<file path="config.mk">
export PLATFORM = sky130hd
export DESIGN_NAME = cascade_counter
export DESIGN_NICKNAME = d
export VERILOG_FILES = /design/src/rtl/ccnt_pkg.sv /design/src/rtl/ccnt_mode_sel.sv /design/src/rtl/ccnt_next.sv /design/src/rtl/ccnt_term.sv /design/src/rtl/cascade_counter.sv
export SDC_FILE = /design/constraint.sdc
export NUM_CORES = 1
export LEC_CHECK = 0
export BUFFER_PORTS_ARGS = -buffer_cell sky130_fd_sc_hd__buf_4
export CAP_MARGIN = 20
export CORE_AREA = 5 5 42 44
export CTS_CLUSTER_DIAMETER = 150
export DETAILED_ROUTE_END_ITERATION = 10
export DIE_AREA = 0 0 47 49
export PLACE_DENSITY_LB_ADDON = 0.15
export REMOVE_ABC_BUFFERS = 1
export SETUP_SLACK_MARGIN = 0.4
export SLEW_MARGIN = 5
export SYNTH_ARGS = -nofsm -noshare
export SYNTH_HDL_FRONTEND = slang
export SYNTH_SLANG_ARGS = --single-unit
</file>
<file path="constraint.sdc">
create_clock -name clk -period 1.8 [get_ports clk]
set_clock_uncertainty 0.05 [all_clocks]
set_input_delay 0.45 -clock clk [delete_from_list [all_inputs] [get_ports clk]]
set_output_delay 0.45 -clock clk [all_outputs]
set_load 0.05 [all_outputs]
</file>
<file path="src/rtl/ccnt_pkg.sv">
package ccnt_pkg;

  // Action taken by one stage at the next rising edge
  typedef enum logic [1:0] {
    ACT_HOLD  = 2'd0,
    ACT_COUNT = 2'd1,
    ACT_LOAD  = 2'd2
  } ccnt_act_e;

endpackage

</file>
<file path="src/rtl/ccnt_mode_sel.sv">
module ccnt_mode_sel
  import ccnt_pkg::*;
(
  input  logic      load_n,
  input  logic      en_par,
  input  logic      en_trk,
  output ccnt_act_e act
);

  // Fixed precedence: load, then count, then hold
  always_comb begin
    if (!load_n)
      act = ACT_LOAD;
    else if (en_par && en_trk)
      act = ACT_COUNT;
    else
      act = ACT_HOLD;
  end

endmodule

</file>
<file path="src/rtl/ccnt_next.sv">
module ccnt_next
  import ccnt_pkg::*;
#(
  parameter int WIDTH = 4
) (
  input  ccnt_act_e          act,
  input  logic [WIDTH-1:0]   cur,
  input  logic [WIDTH-1:0]   load_val,
  output logic [WIDTH-1:0]   nxt,
  output logic               upd
);

  localparam logic [WIDTH-1:0] STEP = WIDTH'(1);

  always_comb begin
    nxt = cur;
    upd = 1'b0;
    unique case (act)
      ACT_LOAD: begin
        nxt = load_val;
        upd = 1'b1;
      end
      ACT_COUNT: begin
        nxt = cur + STEP;   // wraps naturally at 2**WIDTH
        upd = 1'b1;
      end
      default: begin
        nxt = cur;
        upd = 1'b0;
      end
    endcase
  end

endmodule

</file>
<file path="src/rtl/ccnt_term.sv">
module ccnt_term #(
  parameter int WIDTH = 4
) (
  input  logic [WIDTH-1:0] cur,
  input  logic             en_trk,
  output logic             tc
);

  // AND chain over the bits, built bit by bit
  logic [WIDTH:0] all_hi;

  assign all_hi[0] = 1'b1;

  for (genvar i = 0; i < WIDTH; i++) begin : g_and
    assign all_hi[i+1] = all_hi[i] & cur[i];
  end

  assign tc = all_hi[WIDTH] & en_trk;

endmodule

</file>
<file path="src/rtl/cascade_counter.sv">
module cascade_counter
  import ccnt_pkg::*;
#(
  parameter int WIDTH = 4
) (
  input  logic             clk,
  input  logic             rst_n,
  input  logic             load_n,
  input  logic [WIDTH-1:0] load_val,
  input  logic             en_par,
  input  logic             en_trk,
  output logic [WIDTH-1:0] count,
  output logic             carry_out
);

  ccnt_act_e        act;
  logic [WIDTH-1:0] cnt_q;
  logic [WIDTH-1:0] cnt_d;
  logic             cnt_en;

  ccnt_mode_sel u_mode (
    .load_n (load_n),
    .en_par (en_par),
    .en_trk (en_trk),
    .act    (act)
  );

  ccnt_next #(.WIDTH(WIDTH)) u_next (
    .act      (act),
    .cur      (cnt_q),
    .load_val (load_val),
    .nxt      (cnt_d),
    .upd      (cnt_en)
  );

  // State register: asynchronous clear, explicit clock enable
  always_ff @(posedge clk or negedge rst_n) begin
    if (!rst_n)
      cnt_q <= '0;
    else if (cnt_en)
      cnt_q <= cnt_d;
  end

  ccnt_term #(.WIDTH(WIDTH)) u_term (
    .cur    (cnt_q),
    .en_trk (en_trk),
    .tc     (carry_out)
  );

  assign count = cnt_q;

endmodule

</file>
Word-level counts from Yosys, hierarchy flattened
Cells that the tools add are included.

Bits in registers: 4. Output and inout bits: 5. Word-level logic and storage cells: 16.

Add/sub/neg operators: 1. Equal/unequal tests: 2. Mux-type cells: 4. Bitwise operators: 4. Reduce and logical (&&, ||, !) cells: 4.

Operator list (count): $pmux W4 S2 (1); $add A4 B1 Y4 const B (1); $and A1 B1 Y1 (4); $eq A2 B1 Y1 const B (1); $eq A2 B2 Y1 const B (1); $mux W1 (2); $mux W2 (1); $reduce_and A2 Y1 (1); $reduce_bool A2 Y1 (1); $reduce_or A2 Y1 (1); $logic_and A1 B1 Y1 (1).

Logic depth before layout (Yosys ltp)
Gate-level depths: netlist (run 1).

Depth in word-level cells: 7. Mapped depth: 4. Mapped depth without buffers: 4.

By module
Synthesis (run 1) repeated with hierarchy kept, for this count alone.

Cell total of the unflattened synthesis: 37. Area total of the unflattened synthesis: 317.8 µm².

Modules (own cells, without submodules): ccnt_next (instances 1, cells each 24, area an instance 150.1 µm², seq. area each 0.0 µm²); cascade_counter (instances 1, cells each 8, area an instance 145.1 µm², seq. area each 100.1 µm²); ccnt_term (instances 1, cells each 3, area an instance 12.5 µm², seq. area each 0.0 µm²); ccnt_mode_sel (instances 1, cells each 2, area an instance 10.0 µm², seq. area each 0.0 µm²).

Worst setup path before layout (run 1)
OpenSTA, ideal clock, no wires.

Path kind: register to output. From: register cnt_q[0] (netlist: count[0]). To: output carry_out. Arrival time: 1337 ps. Slack: -37 ps. Cell stages (with the launch flop): 4. Buffers on the path: 0. Cell sequence: dfrtp_1 ha_1 ha_1 and3_2.

Longest elaborated chain between the ends: 4.

Ends and longest elaborated chain: from (decl) (RTL line cascade_counter.sv:17) `logic [WIDTH-1:0] cnt_q;`; from (signal assigned) (RTL line cascade_counter.sv:41) `cnt_q <= cnt_d;`; $and A1 B1 Y1 (3 in a row) (RTL line ccnt_term.sv:15) `assign all_hi[i+1] = all_hi[i] & cur[i];`; $and A1 B1 Y1 (RTL line ccnt_term.sv:18) `assign tc = all_hi[WIDTH] & en_trk;`; to (decl) (RTL line cascade_counter.sv:13) `output logic carry_out`.

No other way between the ends.

Final worst setup path (run 1)
From: register cnt_q[1] (netlist: count[1]). To: output carry_out.

Same word-level chain as after synthesis.

==> results of run 1 <==
==> cell type report <==
type                            count  area, um^2  share of cell area
Sequential cell                     4         100               0.228
Timing Repair Buffer               18         168               0.382
Multi-Input combinational cell     18         129               0.293
Clock buffer                        3        22.5              0.0513
Tap cell                           16        20.0              0.0456
==> power breakdown <==
group	switching, mW	total, mW	internal (mW)
sequential	0.00897	0.110	0.101
clock	0.0317	0.106	0.0742
combinational	0.0793	0.152	0.0727
==> cell families after synthesis <==
logic type | Yosys count | share of synthesized area
XOR/XNOR | 1 | 0.0391
multiplexers | 2 | 0.0894
buffers and inverters | 1 | 0.0167
AND/OR/NAND/NOR | 8 | 0.179
flip-flops | 4 | 0.447
AO/OA/AOI/OAI | 5 | 0.117
adder cells (fa/ha/maj) | 2 | 0.112
==> worst max-delay path, cell delays in order (launching register included) <==
cell,delay [ns]
dfrtp_1,0.37
ha_2,0.18
ha_2,0.15
and3_4,0.16
buf_8,0.14
==> worst max path at each step <==
stage / cells after the start / to
3_5_place_dp: 4 / carry_out
2_1_floorplan: 3 / carry_out
3_3_place_gp: 4 / carry_out
4_1_cts: 4 / carry_out
6_report: 4 / carry_out
5_1_grt: 4 / carry_out
==> routing by layer <==
metal | part of all wire | vias to the layer above
met1 | 0.42 | 99
li1 | - | 124
met2 | 0.50 | 9
met3 | 0.085 | 0
met5 | 0 | -
met4 | 0 | 0
==> placed cells by master, fill, tap and decap left out, types with 2 or more instances in the layout <==
cell type,netlist,final
buf_6,0,2
buf_8,0,3
dfrtp_1,4,4
buf_4,0,12
a21oi_1,3,3
mux2i_1,2,2
clkbuf_4,0,3
ha_2,0,2
nor2_1,4,4
==> through the flow <==
step	cell area [um^2]	power (mW)	hold WS, ns
global placement	338	0.228	0.199
finish	439	0.368	0.404
CTS	402	0.355	0.397
global route	439	0.396	0.399
detailed placement	338	0.228	0.200
floorplan	220	0.182	0.104
==> repair_timing <==
item,in CTS,in global routing
gates cloned,0,0
hold buffers,1,0
resized for setup,5,6
setup buffers,2,2
pin swaps,1,0
endpoints found under the hold margin,4,0
setup endpoints to repair,1,4
==> cell usage after synthesis <==
library cell  instances
and3_2                1
clkbuf_1              1
mux2i_1               2
nand3_1               1
xor2_1                1
nor2_1                4
nand2_2               1
dfrtp_1               4
a31oi_1               1
or3_1                 1
o21ai_0               1
ha_1                  2
a21oi_1               3
==> results.sh, run 1 <==
export IMPL_grtUsageMet2=0.0747
export IMPL_min_period_ns=1.74
export IMPL_dp_slack_ns=0.153
export IMPL_setup_ws_ns=0.0597
export IMPL_regToRegSetupSlack_ns=0.55
export IMPL_vias=232
export IMPL_clock_latency_ns=0.23
export IMPL_p_per_area_nw_per_um2=838
export IMPL_final_util=0.313
export IMPL_critPathKind="flop to output pin"
export IMPL_cts_sinks=4
export IMPL_vdd_drop_max_mv=0.279
export IMPL_use_met3=0.0406
export IMPL_hold_viol_final=0
export IMPL_status="complete, no violations"
export IMPL_max_freq_ghz=0.575
export IMPL_start_util=0.160
export IMPL_cp_end_kind="output pin"
export IMPL_gp_congestion=0.660
export IMPL_ios=14
export IMPL_cp_arrival_ns=1.24
export IMPL_vias_per_cell=3.93
export IMPL_synthesis_area_um2=224
export IMPL_nets=56
export IMPL_slew_viol_final=0
export IMPL_rsz0062_at_grt="true"
export IMPL_antenna_found_initial=0
export IMPL_hold_class="input pin to flop"
export IMPL_cts_root_buffer="clkbuf_4"
export IMPL_cts_htree_levels=1
export IMPL_final_setup_tns_ns=0
export IMPL_ant_nets=0
export IMPL_grt_max_degree=9
export IMPL_synth_seq_cells=4
export IMPL_yosys_warnings=0
export IMPL_hold_path_depth=2
export IMPL_placed_cells=51
export IMPL_fp_dieArea_um2=2300
export IMPL_core_region_area_um2=1400
export IMPL_dr_pass1_iters=1
export IMPL_grt_use_met1=0.0665
export IMPL_cp_max_fo=2
export IMPL_synth_top_area_frac=0.447
export IMPL_final_cell_count_no_fill=59
export IMPL_holdCritStartpoint="load_n"
export IMPL_cp_start_kind="flop"
export IMPL_ys_seq_area_frac=0.447
export IMPL_critPathRequiredTime_ns=1.30
export IMPL_r2r_end="count[3]"
export IMPL_fillCellCount=157
export IMPL_dieHeight_um=49
export IMPL_worstMarginPinSlew_ns=0.142
export IMPL_cts_tree="done"
export IMPL_maxSlewHeadroom=0.903
export IMPL_synth_top_area_cell="dfrtp_1"
export IMPL_clk_pin_slew_ns=0.04
export IMPL_grt_pass1_vias=238
export IMPL_port_buffers=13
export IMPL_setup_viol=0
export IMPL_largest_reg_flops=4
export IMPL_area_delta_synth_final_pct=96.1
export IMPL_grt_ovfl_total=0
export IMPL_period_share=0.967
export IMPL_rr_startpoint="count[0]"
export IMPL_synth_area_leaders="dfrtp_1 45%, ha_1 11%, mux2i_1 8.9%"
export IMPL_p_leak_nw=0.209
export IMPL_drt_iter0_drc=0
export IMPL_max_cap_violations=0
export IMPL_post_drt_wl_per_cell_um=10.0
export IMPL_r2r_cells=5
export IMPL_num_rows=14
export IMPL_antenna_cells=0
export IMPL_post_route_drc_count=0
export IMPL_synth_cell_types=13
export IMPL_die_w_um=47
export IMPL_synth_cells=23
export IMPL_busiest_layer="met2"
export IMPL_clk_path_buf_depth=2
export IMPL_whs_endpoint="count[2]"
export IMPL_drive_above_1_share=0.558
export IMPL_routed_wl_um=590
export IMPL_avgSynthCellArea_um2=9.74
export IMPL_grt_pass1_wl_um=952
export IMPL_worstSetupStartpoint="count[1]"
export IMPL_cts_buffers=3
export IMPL_gr_usage_all_layers=0.0607
(Power assumes the default switching activity.)
==> run 2, diff against run 1 <==
--- a/config.mk
+++ b/config.mk
@@ -12,6 +12,7 @@
 export DETAILED_ROUTE_END_ITERATION = 10
 export DIE_AREA = 0 0 47 49
 export PLACE_DENSITY_LB_ADDON = 0.15
+export RECOVER_POWER = 50
 export REMOVE_ABC_BUFFERS = 1
 export SETUP_SLACK_MARGIN = 0.4
 export SLEW_MARGIN = 5
==> run 2 against run 1 <==
Compared with the run above:
- total power decreased by 0.40%
- setup slack got worse by 0.00082 ns
- count of clock-buffer cells in the layout unchanged
- combinational power about the same
- first-iteration DRC count unchanged
- sequential power about the same
- global-route usage unchanged
- highest routed layer unchanged
==> results.sh, run 2 (synthesis results as in run 1) <==
export IMPL_critPathRequiredTime_ns=1.30
export IMPL_drive_above_1_share=0.535
export IMPL_rr_startpoint="count[0]"
export IMPL_p_leak_nw=0.205
export IMPL_worstMarginPinSlew_ns=0.217
export IMPL_p_clk_frac=0.289
export IMPL_multi_input_area_um2=129
export IMPL_slew_viol_final=0
export IMPL_setup_ws_ns=0.0589
export IMPL_max_freq_ghz=0.574
export IMPL_cts_buffers=3
export IMPL_max_cap_violations=0
export IMPL_seqPwrFrac=0.300
export IMPL_critPathKind="flop to output pin"
export IMPL_cp_arrival_ns=1.24
export IMPL_dieHeight_um=49
export IMPL_crit_top_cell="ha_2"
export IMPL_crit_family="flip-flops"
export IMPL_regArea_um2=100
export IMPL_p_total_mw=0.367
export IMPL_r2r_cells=5
export IMPL_gr_usage_all_layers=0.0607
export IMPL_antenna_cells=0
export IMPL_start_util=0.160
export IMPL_holdCritStartpoint="load_n"
export IMPL_switching_share=0.326
export IMPL_crit_chain="ha_2 -> ha_2 -> and3_4 -> buf_8"
export IMPL_internal_power_mw=0.247
export IMPL_clock_latency_ns=0.23
export IMPL_rsz0062_at_grt="true"
export IMPL_status="complete, no violations"
export IMPL_post_route_drc_count=0
export IMPL_final_common_cell="buf_4"
export IMPL_r2r_end="count[3]"
export IMPL_gp_congestion=0.660
export IMPL_grt_pass1_vias=238
export IMPL_clk_path_buf_depth=2
export IMPL_cts_sinks=4
export IMPL_grt_pass1_wl_um=952
export IMPL_finalInstanceArea_um2=435
export IMPL_placed_cells=51
export IMPL_ios=14
export IMPL_core_region_area_um2=1400
export IMPL_worst_path_stages=4
export IMPL_crit_buf_inv=1
export IMPL_layout_common_cells="10 x buf_4, 4 x nor2_1, 4 x clkbuf_4, 4 x dfrtp_1"
export IMPL_switchingPower_mw=0.120
export IMPL_cts_tree="done"
export IMPL_nets=56
export IMPL_port_buffers=13
export IMPL_die_w_um=47
export IMPL_area_delta_synth_final_pct=94.4
export IMPL_period_share=0.967
export IMPL_grt_max_degree=9
export IMPL_worstSetupStartpoint="count[1]"
export IMPL_max_stage_delay_ns=0.37
export IMPL_cp_max_fo=2
export IMPL_antenna_found_initial=0
export IMPL_hold_viol_final=0
export IMPL_ant_nets=0
export IMPL_min_period_ns=1.74
export IMPL_vias=230
export IMPL_dpl_cell_area_um2=338
export IMPL_cp_start_kind="flop"
export IMPL_post_drt_wl_per_cell_um=9.93
export IMPL_fp_dieArea_um2=2300
export IMPL_fillCellCount=159
export IMPL_num_rows=14
export IMPL_largest_reg_flops=4
export IMPL_vias_per_cell=3.90
export IMPL_cts_root_buffer="clkbuf_4"
export IMPL_clk_pin_slew_ns=0.04
export IMPL_p_comb_frac=0.411
export IMPL_p_per_area_nw_per_um2=842
export IMPL_routed_wl_um=586
export IMPL_final_cell_count_no_fill=59
export IMPL_regToRegSetupSlack_ns=0.54
export IMPL_cp_end_kind="output pin"
export IMPL_setup_viol=0
export IMPL_grt_ovfl_total=0
export IMPL_drt_iter0_drc=0
export IMPL_hold_class="input pin to flop"
export IMPL_cts_htree_levels=1
export IMPL_maxSlewHeadroom=0.856
export IMPL_dp_slack_ns=0.153
export IMPL_vdd_drop_max_mv=0.278
export IMPL_whs_endpoint="count[2]"
export IMPL_dr_pass1_iters=1
export IMPL_hold_path_depth=2
export IMPL_cp_slowest_cell="dfrtp_1"
## run 2: cell types whose count changed in the layout (fill, tap and decap cells not counted), sizes merged
cell	delta
clkbuf	+2
buf	-2
## run 2: power by group through the flow
stage / combinational (mW) / clock (mW) / sequential [mW]
after floorplan: 0.0322 / 0 / 0.150
after global routing: 0.165 / 0.119 / 0.112
after CTS: 0.132 / 0.113 / 0.110
after global placement: 0.114 / 0 / 0.113
after detailed placement: 0.114 / 0 / 0.114
final: 0.151 / 0.106 / 0.110
## run 2: worst max path at each step
stage                            to  slack (ns)
after global routing      carry_out        0.02
after floorplan           carry_out       -0.04
after detailed placement  carry_out        0.15
final                     carry_out        0.06
after global placement    carry_out        0.17
after CTS                 carry_out        0.05
## run 2: routing by layer
| layer | global-route usage | routed length, um | up-vias |
|---|---|---|---|
| met2 | 0.0747 | 292 | 9 |
| met4 | 0.0553 | 0 | 0 |
| met3 | 0.0406 | 50 | 0 |
| met1 | 0.0665 | 244 | 98 |
| li1 | - | - | 123 |
| met5 | 0 | 0 | - |
## run 2: what timing repair did
action,4_1_cts,5_1_grt
endpoints found under the hold margin,4,0
setup endpoints to repair,1,4
pin swaps,1,0
resized for setup,5,6
hold buffers,1,0
setup buffers,2,2
## run 2: worst register-to-register path: cells and delay by family (launching register included)
kind | cells | cell delay, ns
simple gates | 2 | 0.39
buf+inv | 2 | 0.24
compound gates | 1 | 0.17
flops | 1 | 0.34
## run 2: stage by stage
stage,setup TNS (ns),util,hold slack [ns]
finish,0,0.311,0.404
detailed placement,0,0.241,0.200
CTS,0,0.287,0.397
global route,0,0.311,0.399
global placement,0,0.241,0.199
floorplan,-0.0371,-,0.104
## run 2: area by class of cell
class / count / area share
tap: 16 / 0.0460
sequential: 4 / 0.230
multi-input combinational: 18 / 0.296
clock buffer: 3 / 0.0517
timing repair buffer: 18 / 0.376
==> run 3, diff against run 2 <==
--- a/config.mk
+++ b/config.mk
@@ -5,6 +5,7 @@
 export SDC_FILE = /design/constraint.sdc
 export NUM_CORES = 1
 export LEC_CHECK = 0
+export ABC_AREA = 1
 export BUFFER_PORTS_ARGS = -buffer_cell sky130_fd_sc_hd__buf_4
 export CAP_MARGIN = 20
 export CORE_AREA = 5 5 42 44
==> run 3 against run 2 <==
Compared with the run above:
- cell count increased by 19%
- synthesized area increased by 16%
- die area unchanged
- largest power group unchanged
==> results.sh, run 3 <==
export IMPL_area_delta_synth_final_pct=77.3
export IMPL_grt_ovfl_total=0
export IMPL_vias=286
export IMPL_holdCritStartpoint="load_val[1]"
export IMPL_synth_edff_count=0
export IMPL_avgSynthCellArea_um2=7.62
export IMPL_worstMarginPinSlew_ns=0.241
export IMPL_drt_iter0_drc=6
export IMPL_period_share=0.972
export IMPL_clk_pin_slew_ns=0.03
export IMPL_critPathKind="flop to output pin"
export IMPL_cp_slowest_cell="dfrtp_1"
export IMPL_final_common_cell="nand2_1"
export IMPL_post_route_drc_count=0
export IMPL_max_freq_ghz=0.572
export IMPL_yosys_cell_count_top_type="nand2_1"
export IMPL_drive_above_1_share=0.444
export IMPL_crit_chain="ha_2 -> ha_2 -> and3_4 -> buf_8"
export IMPL_slew_viol_final=0
export IMPL_final_util=0.328
export IMPL_synth_top_area_frac=0.386
export IMPL_synth_area_leaders="dfrtp_1 39%, nand2_1 19%, nand3_1 12%"
export IMPL_synthesis_area_um2=259
export IMPL_hold_class="input pin to flop"
export IMPL_clk_path_buf_depth=2
export IMPL_rsz0062_at_grt="true"
export IMPL_clock_latency_ns=0.23
export IMPL_cp_arrival_ns=1.25
export IMPL_hold_viol_final=0
export IMPL_synth_ff_type="dfrtp_1"
export IMPL_cts_root_buffer="clkbuf_4"
export IMPL_nets=67
export IMPL_vias_per_cell=4.09
export IMPL_start_util=0.185
export IMPL_p_per_area_nw_per_um2=771
export IMPL_cts_buffers=3
export IMPL_min_period_ns=1.75
export IMPL_cp_start_kind="flop"
export IMPL_gr_usage_all_layers=0.0783
export IMPL_dp_slack_ns=0.157
export IMPL_antenna_cells=0
export IMPL_antenna_found_initial=0
export IMPL_regToRegSetupSlack_ns=0.69
export IMPL_critPathRequiredTime_ns=1.30
export IMPL_synthTopCellsByCount="13 x nand2_1, 6 x nand3_1, 4 x dfrtp_1"
export IMPL_setup_ws_ns=0.0507
export IMPL_synth_top_area_cell="dfrtp_1"
export IMPL_max_stage_delay_ns=0.38
export IMPL_multi_input_area_um2=153
export IMPL_whs_ns=0.395
export IMPL_synth_cells=34
export IMPL_fp_dieArea_um2=2300
export IMPL_cp_end_kind="output pin"
export IMPL_synth_seq_cells=4
export IMPL_ys_seq_area_frac=0.386
export IMPL_maxSlewHeadroom=0.839
export IMPL_largest_reg_flops=4
export IMPL_vdd_drop_max_mv=0.379
export IMPL_crit_top_cell="ha_2"
export IMPL_rr_startpoint="count[1]"
export IMPL_grt_max_degree=7
export IMPL_synth_cell_types=11
export IMPL_gp_congestion=0.655
export IMPL_cts_htree_levels=1
export IMPL_dr_pass1_iters=3
export IMPL_port_buffers=13
export IMPL_fillCellCount=168
export IMPL_final_cell_count_no_fill=70
export IMPL_ios=14
export IMPL_num_rows=14
export IMPL_ant_nets=0
export IMPL_setup_viol=0
export IMPL_grt_pass1_wl_um=1260
export IMPL_die_w_um=47
export IMPL_routed_wl_um=717
export IMPL_cp_max_fo=2
export IMPL_grt_pass1_vias=292
export IMPL_cts_sinks=4
export IMPL_final_setup_tns_ns=0
export IMPL_layout_common_cells="13 x nand2_1, 9 x buf_4, 6 x nand3_1, 4 x dfrtp_1"
export IMPL_synthArstFlopShare=1.00
export IMPL_max_cap_violations=0
export IMPL_status="complete, no violations"
export IMPL_yosys_warnings=0
export IMPL_regArea_um2=100
export IMPL_core_region_area_um2=1400
export IMPL_dp_hpwl_um=570
export IMPL_placed_cells=64
export IMPL_worstSetupStartpoint="count[1]"
export IMPL_cts_tree="done"
export IMPL_post_drt_wl_per_cell_um=10.2
export IMPL_dieHeight_um=49
export IMPL_p_leak_nw=0.231
run 3: path summary, 6_finish.rpt:
path	end	depth (start not counted)
max	carry_out	4
min	count[1]	3
max reg2reg	count[2]	4
min reg2reg	count[2]	2
max in group asynchronous	count[1]	2
min in group asynchronous	count[2]	2
run 3: routing by layer:
layer	wire length, um	vias up	GRT usage	part of all wire
li1	-	154	-	-
met1	290	125	0.0973	0.40
met2	375	7	0.111	0.52
met3	51	0	0.0332	0.071
met4	0	0	0.0415	0
met5	0	-	0	0
run 3: metrics by stage:
stage / power, mW / cell area [um^2]
finish: 0.354 / 459
global route: 0.375 / 459
CTS: 0.352 / 444
detailed placement: 0.228 / 384
global placement: 0.229 / 384
floorplan: 0.179 / 259
run 3: critical path: cells and delay by family (launching register included):
kind | cells | cell delay [ns]
flip-flops | 1 | 0.38
adder cells (fa/ha/maj) | 2 | 0.34
AND/OR/NAND/NOR | 1 | 0.16
buffers and inverters | 1 | 0.14
run 3: cell families (layout without fill, tap and decap cells):
kind of cell             Yosys count  in the layout  share of synthesized area
flip-flops                         4              4                      0.386
AO/OA/AOI/OAI                      1              1                     0.0338
adder cells (fa/ha/maj)            2              2                     0.0966
AND/OR/NAND/NOR                   23             23                      0.425
buffers and inverters              4             24                     0.0580
run 3: where the power goes:
group / internal (mW) / switching (mW) / leakage, nW / total, mW
registers: 0.101 / 0.0111 / 0.0486 / 0.112
clock network: 0.0744 / 0.0342 / 0.0138 / 0.109
logic: 0.0567 / 0.0767 / 0.169 / 0.133
run 3: what timing repair did:
item                                    CTS  global route
gates resized for setup                   6             4
buffers inserted                          1             1
endpoints found under the setup margin    2             5
endpoints found under the hold margin     4             0
pin swaps                                 1             0
hold buffers                              1             0
run 3: cell type report:
| cell class | count | area share |
|---|---|---|
| clock buffer | 3 | 0.0490 |
| tap | 16 | 0.0436 |
| inverter | 4 | 0.0327 |
| multi-input combinational | 26 | 0.332 |
| timing repair buffer | 17 | 0.324 |
| sequential | 4 | 0.218 |
